==> src/rtl/fpm_cycle_gen.sv <==
module fpm_cycle_gen #(
  parameter int ROW_W = 11,
  parameter int COL_W = 11,
  parameter int DQ_W  = 4,
  parameter int T_ASR = 1,
  parameter int T_RAH = 2,
  parameter int T_ASC = 1,
  parameter int T_CAS = 2,
  parameter int T_DAT = 2,
  parameter int T_PRE = 3
) (
  input  logic                                 clk,
  input  logic                                 rst_n,
  input  logic                                 cfg_oe_grounded,
  input  logic                                 req_valid,
  input  logic                                 req_write,
  input  logic                                 req_late,
  input  logic [ROW_W+COL_W-1:0]               req_addr,
  input  logic [DQ_W-1:0]                      req_wdata,
  output logic                                 busy,
  output logic [DQ_W-1:0]                      rd_data,
  output logic                                 rd_valid,
  output logic [(ROW_W>COL_W?ROW_W:COL_W)-1:0] dram_addr,
  output logic                                 ras_n,
  output logic                                 cas_n,
  output logic                                 we_n,
  output logic                                 oe_n,
  output logic [DQ_W-1:0]                      dq_out,
  output logic                                 dq_oe,
  input  logic [DQ_W-1:0]                      dq_in
);
  localparam int MUX_W = (ROW_W > COL_W) ? ROW_W : COL_W;
  localparam int CNT_W = 8;

  typedef enum logic [2:0] {S_IDLE, S_ROW, S_RAS, S_COL, S_CAS, S_DAT, S_PRE} st_t;

  st_t              st, st_nx;
  logic [CNT_W-1:0] cnt, cnt_nx;
  logic             is_wr, is_late;
  logic [ROW_W-1:0] row_q;
  logic [COL_W-1:0] col_q;
  logic [DQ_W-1:0]  wd_q;
  logic [MUX_W-1:0] addr_d;
  logic             we_d, oe_d, acc, done, in_col;

  function automatic logic [CNT_W-1:0] dwell(input st_t s);
    case (s)
      S_ROW:   return CNT_W'(T_ASR - 1);
      S_RAS:   return CNT_W'(T_RAH - 1);
      S_COL:   return CNT_W'(T_ASC - 1);
      S_CAS:   return CNT_W'(T_CAS - 1);
      S_DAT:   return CNT_W'(T_DAT - 1);
      S_PRE:   return CNT_W'(T_PRE - 1);
      default: return '0;
    endcase
  endfunction

  assign acc  = (st == S_IDLE) && req_valid;
  assign done = (cnt == '0);
  assign busy = (st != S_IDLE);

  always_comb begin
    st_nx = st;
    case (st)
      S_IDLE: if (req_valid) st_nx = S_ROW;
      S_ROW:  if (done) st_nx = S_RAS;
      S_RAS:  if (done) st_nx = S_COL;
      S_COL:  if (done) st_nx = S_CAS;
      S_CAS:  if (done) st_nx = S_DAT;
      S_DAT:  if (done) st_nx = S_PRE;
      S_PRE:  if (done) st_nx = S_IDLE;
      default: st_nx = S_IDLE;
    endcase
  end

  assign cnt_nx = (st_nx != st) ? dwell(st_nx) : (st == S_IDLE) ? '0 : cnt - 1'b1;

  assign in_col = (st_nx == S_COL) || (st_nx == S_CAS) || (st_nx == S_DAT);

  always_comb begin
    addr_d = '0;
    if (in_col)   addr_d[COL_W-1:0] = col_q;
    else if (acc) addr_d[ROW_W-1:0] = req_addr[ROW_W+COL_W-1:COL_W];
    else          addr_d[ROW_W-1:0] = row_q;
  end

  assign we_d = is_wr && (is_late ? (st_nx == S_DAT) : in_col);
  assign oe_d = !is_wr && ((st_nx == S_CAS) || (st_nx == S_DAT));

  always_ff @(posedge clk) begin
    if (!rst_n) begin
      st      <= S_IDLE;
      cnt     <= '0;
      is_wr   <= 1'b0;
      is_late <= 1'b0;
      row_q   <= '0;
      col_q   <= '0;
      wd_q    <= '0;
      ras_n   <= 1'b1;
      cas_n   <= 1'b1;
      we_n    <= 1'b1;
      oe_n    <= 1'b1;
      dq_oe   <= 1'b0;
      dram_addr <= '0;
      rd_data <= '0;
      rd_valid <= 1'b0;
    end else begin
      st  <= st_nx;
      cnt <= cnt_nx;
      if (acc) begin
        is_wr   <= req_write;
        is_late <= req_write && req_late && !cfg_oe_grounded;
        row_q   <= req_addr[ROW_W+COL_W-1:COL_W];
        col_q   <= req_addr[COL_W-1:0];
        wd_q    <= req_wdata;
      end
      ras_n     <= !((st_nx == S_RAS) || in_col);
      cas_n     <= !((st_nx == S_CAS) || (st_nx == S_DAT));
      we_n      <= !we_d;
      oe_n      <= !oe_d;
      dq_oe     <= we_d;
      dram_addr <= addr_d;
      rd_valid  <= (st == S_DAT) && done && !is_wr;
      if ((st == S_DAT) && done && !is_wr) rd_data <= dq_in;
    end
  end

  assign dq_out = wd_q;
endmodule

==> config.mk <==
export PLATFORM = sky130hd
export DESIGN_NAME = fpm_cycle_gen
export DESIGN_NICKNAME = d
export VERILOG_FILES = /design/src/rtl/fpm_cycle_gen.sv
export SDC_FILE = /design/constraint.sdc
export NUM_CORES = 1
export LEC_CHECK = 0
export BUFFER_PORTS_ARGS = -buffer_cell sky130_fd_sc_hd__buf_2
export CAP_MARGIN = 20
export CELL_PAD_IN_SITES_DETAIL_PLACEMENT = 0
export CELL_PAD_IN_SITES_GLOBAL_PLACEMENT = 1
export CORE_ASPECT_RATIO = 0.8
export CORE_UTILIZATION = 34
export CTS_BUF_LIST = sky130_fd_sc_hd__clkbuf_16
export DETAILED_ROUTE_END_ITERATION = 7
export PLACE_DENSITY = 0.74
export SKIP_CTS_REPAIR_TIMING = 1
export SLEW_MARGIN = 20
export SYNTH_ARGS = -nofsm -noshare
export SYNTH_HDL_FRONTEND = slang
export SYNTH_SLANG_ARGS = --single-unit
==> constraint.sdc <==
create_clock -name clk -period 2.1 [get_ports clk]
set_input_delay 0.315 -clock clk [delete_from_list [all_inputs] [get_ports clk]]
set_output_delay 0.315 -clock clk [all_outputs]
set_load 0.005 [all_outputs]
==> summary.txt <==
Clocking
  – H-tree depth: 3
  – Worst skew pair latency: 0.32 ns
  – Clock Sinks: 60
  – CTS tree: built
  – Worst-path clk slew: about 0.05 ns
  – Max Root-Sink Buffers: 2
  – Root Driver: clkbuf_16
  – Total CTS buffers: 9

STA
  – RSZ-0062 raised after global routing: no
  – Tmin final: about 2 ns
  – Layout Skew: 0.002728 ns
  – Final setup violating endpoints: 0
  – Final Max Tran Viols: 0
  – Least-Margin Pin Slew: approximately 0.53 ns
  – Final Hold Fails: 0
  – Period utilisation layout: 93.38%
  – Setup TNS: 0 ns
  – Slew margin rel.: 64.74%
  – Hold slack: 0.2245 ns
  – Max Fclk: a little over 500 MHz

Critical path
  – Worst-case reg-to-reg path depth: 6
  – CP Max Fanout: 11
  – Crit path kind: reg2reg
  – Startpoint types: flip-flop
  – Reg2reg start: cnt[1]
  – Crit path DAT: 2.23 ns
  – CP required: around 2.4 ns
  – WP buf/inv: 1
  – CP Capture Type: flip-flop
  – Critical-path cell list: inv_1 -> ha_1 -> or4b_4 -> o21ai_1 -> a32o_2 -> a22o_1
  – CP Launch Point: cnt[1]
  – Levels on crit path: 6
  – Worst path slowest cell: or4b_4
  – Crit path largest cell delay: 0.51 ns
  – Reg2reg end: dram_addr[6]
  – Critical Path Sink: dram_addr[6]
  – CP top delay family: compound AO/OA/AOI/OAI gates
  – R2r setup slk: 0.14 ns

Placement
  – Number of port buffers: 61
  – Dpl cells: between 400 and 500
  – Post-DP HPWL: 3.958 mm
  – Placement Cell Area: 0.002810 sq mm
  – Final GP Congestion: roughly 0.9

Floorplan
  – Top-Level Pins: 62
  – FP Rows: 26
  – Die Y: 75.92 microns
  – Initial Util: 35.69%
  – Die Wd: 94.40 microns
  – CORE AREA: 0.006506 sq mm
  – Die area: 0.007167 sq mm

Drt
  – Routed WL: 5.499 mm
  – Drt pass-1 iters: 4
  – 1st-iter DRT viols: 57
  – # DRC: 0
  – Vias after detailed routing: 2098
  – DR WL/cell: 12.82 microns
  – Via density per instance: 4.890
  – Final ANT Viol Nets: 0

Synthesis
  – Post-synthesis adder-cell area fraction: less than 1%
  – Gate Count Post-Synth: 268
  – Synth Area in XOR/XNOR: 2.263%
  – Compound-gate portion of the synthesized area: 18.97%
  – Synth Net Count: 305
  – Synth warnings: 0
  – Mean Syn Cell Area: roughly 8.7 sq um
  – Post-synth EDFFs: 0
  – Post-Syn Area: between 0.002 and 0.0025 sq mm
  – Mux contribution to synthesized area: 1.724%
  – Synth async-reset ratio: 0%
  – Synth Area in Simple Gates: roughly 21%
  – Yosys reg bits: 60
  – Count of different cell masters after synthesis: 40
  – Combinational family with the most area after synthesis: simple AND/OR/NAND/NOR gates
  – Top_reg_cell synth: dfxtp_1
  – Seq/Total Area, Yosys: 51.72%

Global routing
  – Overflow after GRT: 0
  – Initial antenna violation count: 0
  – GRT Resource Usage Total: 17.02%
  – Largest net degree at the start of global routing: 40
  – Vias in the first global route: about 2000
  – First-pass GRT wire length: about 9 mm

Pwr
  – Peak supply drop: 0.7434 mV
  – Pwr Density: 1642 mW/mm^2
  – Static Leak: 1.369 nW

Final layout
  – Area of the multi-input gates: 0.001033 sq mm
  – Layout cell share with drive strength beyond 1: 29.57%
  – Reg area: 0.001201 sq mm
  – Antenna cells: 0
  – Final Non-Filler Cells: 429
  – Fin area: just over 0.003 sq mm
  – P&R area growth vs syn: 34.16%
  – Nets@finish: 377
  – Fill cells: 643

Worst hold path
  – Min-Delay Path Class: in2reg
  – HP Start: dq_in[3]

Outcome
  – Status: finished, final reports clean

Run
  – Max Cap Violations: 0
[registers in the layout, indices dropped and copies added, names as in the netlist]
| signal | cells |
|---|---|
| st | 3 |
| is_late | 1 |
| cas_n | 1 |
| we_n | 1 |
| rd_valid | 1 |
| cnt | 8 |
| dq_out | 4 |
| col_q | 11 |
| dq_oe | 1 |
| oe_n | 1 |
| dram_addr | 11 |
| rd_data | 4 |
| is_wr | 1 |
| ras_n | 1 |
| row_q | 11 |
[logic make-up after synthesis]
family,after synthesis
compound gates,70
xor+xnor,6
fa+ha+maj,1
buf+inv,24
flops,60
mux,4
simple gates,103
[placed cells by master (no fill, tap or decap), drive strengths merged, types with 2 or more instances in the layout]
cell type	n
nor2	16
a31oi	4
clkinv	6
nand2	53
clkbuf	9
nand3	14
mux2i	4
o21ai	18
xnor2	5
nor3	5
a311oi	2
dfxtp	60
or3	4
inv	6
buf	79
nand2b	3
a22o	11
nor4b	2
a21oi	25
[cell type report]
type	instances	share of cell area [%]
clock buffers	9	7.229
clock inverters	7	2.410
inverters	6	0.7229
multi-input cells	184	33.17
flip-flops and latches	60	38.55
well taps	84	3.373
repair buffers	79	14.54
[metrics by stage]
stage | total power [mW] | worst slack, ns | utilization [%]
after floorplan | 2.939 | 0.07893 | -
after global placement | 3.690 | 0.1488 | 43.19
after detailed placement | 3.681 | 0.04923 | 43.19
after CTS | 5.152 | 0.05029 | 47.81
after global routing | 5.527 | 0.01089 | 47.88
final | 5.116 | 0.1390 | 47.88
[worst register-to-register path, delay by kind of cell, from the launching register on]
kind	cells	cell delay (ns)
adders and majority gates	1	0.18
AOI/OAI and AO/OA	3	0.84
buffers and inverters	1	0.06
DFF	1	0.33
and+or+nand+nor	1	0.51
[synth_stat cells (2+ instances only)]
cell type	number	area share [%]
dfxtp_1	60	52
nand2_1	53	8.6
mux2i_1	4	1.7
a311oi_1	2	0.75
nand2b_1	3	0.81
a21oi_1	25	5.4
inv_1	5	0.81
a22o_1	11	4.1
xnor2_1	5	1.9
clkbuf_1	16	2.6
nor3_1	5	1.1
nand3_1	14	3.0
a31oi_1	4	1.1
nor2_1	16	2.6
o21ai_0	17	3.7
or3_1	4	1.1
[how the worst min path moves through the flow]
stage / slack [ns] / endpoint / depth (start not counted)
after global routing: 0.23 / rd_data[2] / 3
after CTS: 0.21 / rd_data[3] / 3
after global placement: 0.44 / dq_out[3] / 2
after detailed placement: 0.45 / dq_out[0] / 2
after floorplan: 0.44 / col_q[0] / 2
final: 0.22 / rd_data[3] / 3
[power by group]
part | total [mW] | internal (mW) | switching, mW
Combinational | 2.09 | 0.952 | 1.14
Clock | 1.44 | 0.922 | 0.517
Sequential | 1.59 | 1.41 | 0.183
Total | 5.12 | 3.28 | 1.84
[layer usage]
layer,up-vias,global-route usage (%),wire [microns]
li1,1082,-,-
met1,957,21.33,2751
met2,53,26.23,2360
met3,6,7.129,328
met4,0,5.538,59
met5,-,0,0
No activity file was read; power rests on OpenSTA's default activity.
